**src/rtl/uart_fifo_pkg.sv**
```systemverilog
package uart_fifo_pkg;

  // Receive threshold in entries: ceil(cap * (code+1) / 4), never below 1
  function automatic int rx_threshold(input int cap, input logic [1:0] code);
    int q;
    q = (cap * (int'(code) + 1) + 3) / 4;
    return (q < 1) ? 1 : q;
  endfunction

  // Transmit threshold in entries: floor(cap * (3-code) / 4)
  function automatic int tx_threshold(input int cap, input logic [1:0] code);
    return (cap * (3 - int'(code))) / 4;
  endfunction

endpackage

```
**src/rtl/uart_fifo_core.sv**
```systemverilog
module uart_fifo_core #(
  parameter int W         = 8,
  parameter int DEPTH     = 4,
  parameter int OVERWRITE = 0,
  localparam int AW = (DEPTH > 1) ? $clog2(DEPTH) : 1,
  localparam int CW = $clog2(DEPTH + 1)
) (
  input  logic          clk,
  input  logic          rst,
  input  logic          flush,
  input  logic          deep,
  input  logic          push,
  input  logic [W-1:0]  push_data,
  input  logic          pop,
  output logic [W-1:0]  pop_data,
  output logic [CW-1:0] count,
  output logic          full,
  output logic          empty,
  output logic          ovr_pulse
);
  localparam bit OVW = (OVERWRITE != 0);

  logic [W-1:0]  mem [DEPTH];
  logic [AW-1:0] rd_ptr, wr_ptr;
  logic [CW-1:0] cnt, cap;
  logic          bypass, wr_do, rd_do;

  function automatic logic [AW-1:0] step(input logic [AW-1:0] p);
    return (p == AW'(DEPTH - 1)) ? '0 : p + AW'(1);
  endfunction

  assign cap   = deep ? CW'(DEPTH) : CW'(1);
  assign full  = (cnt == cap);
  assign empty = (cnt == '0);
  assign count = cnt;

  always_comb begin
    bypass = push && pop && empty;
    wr_do  = push && !bypass && (!full || pop || OVW);
    rd_do  = (pop && !empty) || (OVW && push && full && !pop);
  end

  always_ff @(posedge clk) begin
    if (rst || flush) begin
      rd_ptr <= '0;
      wr_ptr <= '0;
      cnt    <= '0;
    end else begin
      if (wr_do) wr_ptr <= step(wr_ptr);
      if (rd_do) rd_ptr <= step(rd_ptr);
      if (wr_do && !rd_do)      cnt <= cnt + CW'(1);
      else if (rd_do && !wr_do) cnt <= cnt - CW'(1);
    end
  end

  // storage without reset so a RAM can be inferred
  always_ff @(posedge clk) begin
    if (wr_do) mem[wr_ptr] <= push_data;
  end

  assign pop_data = bypass ? push_data : mem[rd_ptr];

  generate
    if (OVW) begin : g_ovr
      assign ovr_pulse = push && full && !pop && !flush;
      // an overwrite keeps the queue full
      a_r6_stays_full: assert property (@(posedge clk) disable iff (rst)
        (!flush && full && push && !pop) |=> full);
    end else begin : g_drop
      assign ovr_pulse = 1'b0;
      // a dropped write leaves the count untouched
      a_r5_no_overflow: assert property (@(posedge clk) disable iff (rst)
        (!flush && full && push && !pop) |=> (cnt == $past(cnt)));
    end
  endgenerate

  // count never exceeds the capacity of the current mode
  a_r3_count_bound: assert property (@(posedge clk) disable iff (rst) cnt <= cap);
  // pass-through on an empty queue leaves it empty
  a_r12_pass_empty: assert property (@(posedge clk) disable iff (rst)
    (!flush && empty && push && pop) |=> empty);

endmodule

```
**src/rtl/uart_fifo_level.sv**
```systemverilog
module uart_fifo_level
  import uart_fifo_pkg::*;
#(
  parameter int DEPTH = 4,
  parameter int IS_RX = 0,
  localparam int CW = $clog2(DEPTH + 1)
) (
  input  logic          clk,
  input  logic          rst,
  input  logic          deep,
  input  logic [1:0]    code,
  input  logic [CW-1:0] count,
  output logic          irq
);
  int cap_i;
  assign cap_i = deep ? DEPTH : 1;

  generate
    if (IS_RX != 0) begin : g_rx
      assign irq = (int'(count) >= rx_threshold(cap_i, code));
      // a full receive queue always requests service
      a_r8_full_irq: assert property (@(posedge clk) disable iff (rst)
        (int'(count) == cap_i) |-> irq);
    end else begin : g_tx
      assign irq = (int'(count) <= tx_threshold(cap_i, code));
      // an empty transmit queue always requests data
      a_r9_empty_irq: assert property (@(posedge clk) disable iff (rst)
        (count == '0) |-> irq);
    end
  endgenerate

endmodule

```
**src/rtl/uart_fifo_pair.sv**
```systemverilog
module uart_fifo_pair #(
  parameter int DEPTH  = 4,
  parameter int DATA_W = 8,
  parameter int ERR_W  = 4,
  localparam int WORD_W = DATA_W + ERR_W,
  localparam int CW     = $clog2(DEPTH + 1)
) (
  input  logic              clk,
  input  logic              rst,
  input  logic              cfg_fifo_en,
  input  logic [1:0]        cfg_tx_lvl,
  input  logic [1:0]        cfg_rx_lvl,
  input  logic              ovr_clr,
  input  logic              cpu_wr_en,
  input  logic [DATA_W-1:0] cpu_wr_data,
  input  logic              cpu_rd_en,
  output logic [WORD_W-1:0] cpu_rd_data,
  input  logic              ser_pop,
  output logic [DATA_W-1:0] ser_data,
  input  logic              des_push,
  input  logic [DATA_W-1:0] des_data,
  input  logic [ERR_W-1:0]  des_err,
  output logic              tx_empty,
  output logic              tx_full,
  output logic              rx_empty,
  output logic              rx_full,
  output logic              rx_ovr,
  output logic              tx_irq,
  output logic              rx_irq
);
  logic          en_q, flush, rx_ovr_set, tx_ovr_unused;
  logic [CW-1:0] tx_cnt, rx_cnt;

  always_ff @(posedge clk) begin
    if (rst) en_q <= 1'b0;
    else     en_q <= cfg_fifo_en;
  end
  assign flush = (cfg_fifo_en != en_q);

  uart_fifo_core #(.W(DATA_W), .DEPTH(DEPTH), .OVERWRITE(0)) tx_q (
    .clk(clk), .rst(rst), .flush(flush), .deep(en_q),
    .push(cpu_wr_en), .push_data(cpu_wr_data),
    .pop(ser_pop), .pop_data(ser_data),
    .count(tx_cnt), .full(tx_full), .empty(tx_empty),
    .ovr_pulse(tx_ovr_unused)
  );

  uart_fifo_core #(.W(WORD_W), .DEPTH(DEPTH), .OVERWRITE(1)) rx_q (
    .clk(clk), .rst(rst), .flush(flush), .deep(en_q),
    .push(des_push), .push_data({des_err, des_data}),
    .pop(cpu_rd_en), .pop_data(cpu_rd_data),
    .count(rx_cnt), .full(rx_full), .empty(rx_empty),
    .ovr_pulse(rx_ovr_set)
  );

  uart_fifo_level #(.DEPTH(DEPTH), .IS_RX(0)) tx_lv (
    .clk(clk), .rst(rst), .deep(en_q), .code(cfg_tx_lvl),
    .count(tx_cnt), .irq(tx_irq)
  );

  uart_fifo_level #(.DEPTH(DEPTH), .IS_RX(1)) rx_lv (
    .clk(clk), .rst(rst), .deep(en_q), .code(cfg_rx_lvl),
    .count(rx_cnt), .irq(rx_irq)
  );

  always_ff @(posedge clk) begin
    if (rst)             rx_ovr <= 1'b0;
    else if (rx_ovr_set) rx_ovr <= 1'b1;
    else if (ovr_clr)    rx_ovr <= 1'b0;
  end

  // overrun flag is sticky without a clear
  a_r7_ovr_sticky: assert property (@(posedge clk) disable iff (rst)
    (rx_ovr && !ovr_clr) |=> rx_ovr);
  // a clear with no new overrun drops the flag
  a_r7_ovr_clear: assert property (@(posedge clk) disable iff (rst)
    (ovr_clr && !rx_ovr_set) |=> !rx_ovr);
  // a mode change empties both sides
  a_r11_flush: assert property (@(posedge clk) disable iff (rst)
    flush |=> (tx_empty && rx_empty));

endmodule

```
**config.mk**
```make
export PLATFORM = sky130hd
export DESIGN_NAME = uart_fifo_pair
export DESIGN_NICKNAME = d
export VERILOG_FILES = /design/src/rtl/uart_fifo_pkg.sv /design/src/rtl/uart_fifo_core.sv /design/src/rtl/uart_fifo_level.sv /design/src/rtl/uart_fifo_pair.sv
export SDC_FILE = /design/constraint.sdc
export NUM_CORES = 1
export LEC_CHECK = 0
export BUFFER_PORTS_ARGS = -buffer_cell sky130_fd_sc_hd__buf_2
export CAP_MARGIN = 40
export CORE_MARGIN = 2
export CORE_UTILIZATION = 60
export CTS_BUF_LIST = sky130_fd_sc_hd__clkbuf_4 sky130_fd_sc_hd__clkbuf_8
export DETAILED_ROUTE_END_ITERATION = 8
export PLACE_DENSITY = 0.82
export SKIP_CTS_REPAIR_TIMING = 1
export SYNTH_ARGS = -nofsm -noshare
export SYNTH_HDL_FRONTEND = slang
export SYNTH_SLANG_ARGS = --single-unit
```
**constraint.sdc**
```tcl
create_clock -name clk -period 4.47 [get_ports clk]
set_input_delay 0.894 -clock clk [delete_from_list [all_inputs] [get_ports clk]]
set_output_delay 0.894 -clock clk [all_outputs]
set_load 0.05 [all_outputs]
```
Yosys cells after proc, flatten, opt, wreduce, memory -nomap -nowiden

Memory sizes are Yosys's and may differ from the RTL's. A register that Yosys moved wholly into a read port is not among the register bits.
Cells that the tools add are included.

Latch bits: 0
Register bits after elaboration: 16
Memory bits (writable): 80
Memories: 2
Memory bits (read-only): 0
Output and inout bits: 27

Memories:

| name     | depth | width | read ports | clocked after Yosys merged registers in | write ports | line                 | RTL |
|---|---|---|---|---|---|---|---|
| rx_q.mem | 4     | 12    | 1          | 1                                       | 1           | uart_fifo_core.sv:23 | `logic [W-1:0] mem [DEPTH];` |
| tx_q.mem | 4     | 8     | 1          | 1                                       | 1           | uart_fifo_core.sv:23 |  |

Equal/unequal tests: 7
Shift-type cells: 0
Div/mod/pow operators: 0
Order comparisons: 3
$add $sub $neg: 13
Multipliers: 2
Reductions and logical operators: 37
Bitwise gates (word level): 2
Multiplexer cells: 23

Operators with widths:

| operator                | number |
|---|---|
| $add A32 B1 Y32         | 2 |
| $mul A32 B32 Y32        | 2 |
| $add A32 B3 Y32 const B | 1 |
| $ge A4 B32 Y1           | 1 |
| $le A4 B32 Y1           | 1 |
| $lt A32 B2 Y1 const B   | 1 |
| $mux W32                | 1 |
| $mux W3                 | 6 |
| $logic_and A1 B1 Y1     | 16 |
| $mux W2                 | 8 |
| $mux W12                | 1 |
| $logic_not A1 Y1        | 11 |
| $add A2 B1 Y2 const B   | 4 |
| $eq A2 B2 Y1 const B    | 4 |
| $mux W8                 | 1 |
| $add A3 B1 Y3 const B   | 2 |
| $eq A3 B3 Y1            | 2 |
| $logic_not A3 Y1        | 2 |
| $mux W1                 | 6 |
| $reduce_bool A2 Y1      | 3 |
| $sub A3 B1 Y3 const B   | 2 |
| $reduce_or A2 Y1        | 2 |
| $add A2 B1 Y3 const B   | 1 |
| $logic_or A1 B1 Y1      | 3 |
| other kinds (3)         | 4 |

Logic depth before layout (Yosys ltp)

Word-level depth: 9
Mapped depth: 13

By module

Synthesis repeated with hierarchy kept, for this count alone.

Cell total of the unflattened synthesis: 287
Area total of the unflattened synthesis: 4,659.5 um2

By module, submodules not included:

| module                   | cells an instance | instances | area each (um2) |
|---|---|---|---|
| uart_fifo_core at rx_q   | 134               | 1         | 2,486.1 |
| uart_fifo_core at tx_q   | 110               | 1         | 1,823.0 |
| uart_fifo_level at rx_lv | 28                | 1         | 201.4 |
| uart_fifo_level at tx_lv | 8                 | 1         | 75.1 |
| uart_fifo_pair           | 7                 | 1         | 73.8 |

Worst setup path before layout

No wires, ideal clock.

Path kind: input to output
Start point: input cfg_rx_lvl[0]
End point: output rx_irq
Buffers on the path: 0
Stages on the path: 11
Data arrival time: 2,984 ps
Setup slack: 592 ps
Required time: 3,576 ps
Cell sequence: ha_1 -> and2_1 -> ha_1 -> and4_1 -> nor2_1 -> o22ai_1 -> ha_1 -> nand2b_1 -> a21oi_1 -> nor2b_1 -> o22a_1

Word-level cells in the longest chain between the ends: 9

RTL lines:

| item                          | line                  | RTL |
|---|---|---|
| start: declaration            | uart_fifo_pair.sv:12  | `input logic [1:0] cfg_rx_lvl,` |
| $add A2 B1 Y3 (*)             | uart_fifo_pkg.sv:6    | `q = (cap * (int'(code) + 1) + 3) / 4;` |
| $mul A32 B32 Y32 (*)          | uart_fifo_pkg.sv:6    |  |
| $add A32 B3 Y32 (*)           | uart_fifo_pkg.sv:6    |  |
| $reduce_or A2 Y1 (no line)    | -                     |  |
| $and A1 B1 Y1 (no line)       | -                     |  |
| $add A32 B1 Y32 (no line) (*) | -                     |  |
| $lt A32 B2 Y1                 | uart_fifo_pkg.sv:7    | `return (q < 1) ? 1 : q;` |
| $mux W32 (*)                  | uart_fifo_pkg.sv:7    |  |
| $ge A4 B32 Y1 (*)             | uart_fifo_level.sv:20 | `assign irq = (int'(count) >= rx_threshold(cap_i, code));` |
| end: declaration              | uart_fifo_pair.sv:29  | `output logic rx_irq` |

Every way passes the cells marked *; elsewhere a longest branch is shown, timed or not.

Worst setup path in the final report

Same ends and word-level chain as after synthesis.

==> metrics <==
RePlAce Congestion=between 0.8 and 0.9; Slew @ Worst Pin=between 0.7 and 0.8 ns; Worst-Skew Late Latency=about 0.37 ns; Syn Std Cell Area=4567 um^2; Final min period=about 4.2 ns; CTS tree=yes; # DRC=0; final setup TNS=0 ns; FF+latch count, synth=100; combined buffer and inverter count along the critical path=2; vias in the first global route=about 2.6k; CTS max path bufs=2; commonest non-fill, non-tap cell in the layout=edfxtp_1; WHS=about 0.48 ns; crit-path cells=buf_2 -> ha_1 -> and2_1 -> ha_1 -> and4_1 -> nor2_1 -> o22ai_1 -> ha_1 -> nand2b_1 -> a21oi_1 -> nor2b_1 -> o22a_1 -> buf_2; die area=approximately 8300 um^2; initial antenna violation count=0; starting density of the core=a little over 60%; core area=between 7000 and 8000 um^2; Syn Nets=348; Syn Inst Count=just under 300; outcome=complete, no violations; DRT iter0 DRCs=around 140; R2R Setup Slk=approximately 1.9 ns; leading post-synthesis cells by cell area=edfxtp_1 (53%), mux4_2 (9.9%), dfxtp_1 (8.8%); largest net degree at the start of global routing=20; Post-DP HPWL=~5200 um; Synth top area share=between 50% and 60%; register area=2803 um^2; Min-Delay Path Class=flip-flop to flip-flop; Layout area overhead=12.22%; Fmax achieved=roughly 240 MHz; CP Capture Type=output pin; Req. time, crit path=about 3.6 ns; Synth Flop Type=edfxtp_1; delay-heaviest family, CP=adder cells; sequential fraction of the synthesis area=between 60 and 70%; WP data arrival=~3.3 ns; area of the multi-input gates=~1700 um^2; RSZ-0062 raised after global routing=false; Nets=between 400 and 500; endpoints failing setup=0; Post-synth ARST share=0%; CTS clk-pin slew, worst paths=roughly 0.090 ns; Fin. Hold Viols=0; Area after DPL=~4900 um^2; I/O Pins=59; synth unique cells=47; Max IR drop VDD=~0.00032 V; Worst Setup Start Kind=input pin; H-tree levels=3; Crit Path Max Fanout=5; clock root cell=clkbuf_8; number of synthesized flops with an enable pin=80; share of layout cells above drive strength 1=~34%; Slew Limit Fails=0; via count=2599; number of port buffers=58; worst setup path class=input pin to output pin; antenna fix cells=0; DR pass1 iterations=4; Crit path largest cell delay=0.34 ns; clock sinks=100; worst clock skew=0.007152 ns; TritonCTS buffer count=9; cell mode on critical path=ha_1; first-pass GRT wire length=approximately 13000 um; fill cell count=490; Die Span Y=between 90 and 100 um; syn_area_per_cell=between 15 and 20 um^2; CP max-delay cell=ha_1; overall routed net length=between 7000 and 8000 um; Max-Cap Viols=0; Leakage Power=about 1.9 nW; Period Utilization, post-route=a little over nine tenths; row cnt=31; Avg WL per Cell=~17 um; Tot GR Track Use=between 20% and 30%; most frequent cells in the layout=edfxtp_1 (80), buf_2 (58), ha_1 (21); P per Cell Area=~450 nW/um^2; Vias/cell=between 5 and 6; biggest area consumer among synthesized cells=edfxtp_1; GR Overflow Total=0; fin area=approximately 5100 um^2; Slew headroom=47.86%; Die X=around 91 um; Synth warnings=0; Antenna Nets Post-Route=0
-- where the power goes --
group	switching [mW]	internal (mW)	total, mW
registers	0.0467	1.05	1.10
clock network	0.310	0.271	0.581
logic	0.389	0.216	0.605
total	0.746	1.54	2.28
-- synth_stat cells, drive strengths merged (4+ instances only) --
cell,instances
or3,4
mux4,20
ha,21
and2,9
a21oi,13
nand3,5
nand2,4
nor2,20
xor2,6
edfxtp,80
o21ai,6
dfxtp,20
buf,8
inv,12
mux2,20
mux2i,7
nor2b,4
-- layer usage --
layer  part of all wire (%)  track usage [%]
met3                    4.1            4.647
met2                     50            32.84
met5                      0                0
met1                     44            26.48
met4                    1.6            7.197
-- cell type report --
type,count,area share (%)
Tap cell,99,2.417
Clock buffer,10,2.563
Sequential cell,100,54.69
Clock inverter,6,1.392
Inverter,12,0.8789
Timing Repair Buffer,58,5.664
Multi-Input combinational cell,170,32.40
-- final timing paths --
path / depth (start not counted) / from / to
hold reg to reg: 1 / rx_ovr$_SDFFE_PP0P_ / rx_ovr$_SDFFE_PP0P_
setup / recovery: 13 / cfg_rx_lvl[0] / rx_irq
setup reg to reg: 9 / en_q$_SDFF_PP0_ / tx_q.count[2]$_SDFFE_PP0P_
hold / removal: 1 / rx_ovr$_SDFFE_PP0P_ / rx_ovr$_SDFFE_PP0P_
-- kinds of logic (layout without fill, tap and decap cells) --
logic type | Yosys count | in the layout | synth area share [%]
other | 1 | 1 | 0.08211
AND/OR/NAND/NOR | 61 | 61 | 7.452
flip-flops | 100 | 100 | 61.37
adder cells (fa/ha/maj) | 23 | 23 | 6.630
multiplexers | 47 | 47 | 16.33
buffers and inverters | 23 | 86 | 2.274
XOR/XNOR | 7 | 7 | 1.342
AO/OA/AOI/OAI | 31 | 31 | 4.521
-- per-stage QoR --
stage	cells	total power, mW	worst slack [ns]	utilization, %
after CTS	455	2.300	0.2832	69.91
after global routing	455	2.389	0.1223	69.91
final	455	2.284	0.2822	69.91
after floorplan	293	1.598	0.5923	-
after global placement	439	1.707	0.3938	67.14
after detailed placement	439	1.728	0.2866	67.14
-- flip-flops by register name (all words and copies together) (netlist names), named ones only --
name / cells
en_q: 1
rx_ovr: 1
rx_q.count: 3
rx_q.mem: 48
rx_q.rd_ptr: 2
rx_q.wr_ptr: 2
tx_q.count: 3
tx_q.mem: 32
tx_q.rd_ptr: 2
tx_q.wr_ptr: 2
-- worst register-to-register path, stage by stage (launching register included) --
cell and delay, ns:
dfxtp_1 0.71, or4b_4 0.26, a31oi_4 0.09, nor2_2 0.21
ha_1 0.24, inv_1 0.07, fa_1 0.38, xor2_1 0.17
or3_1 0.30, a21oi_1 0.13
Power figures use the tool's default switching activity.
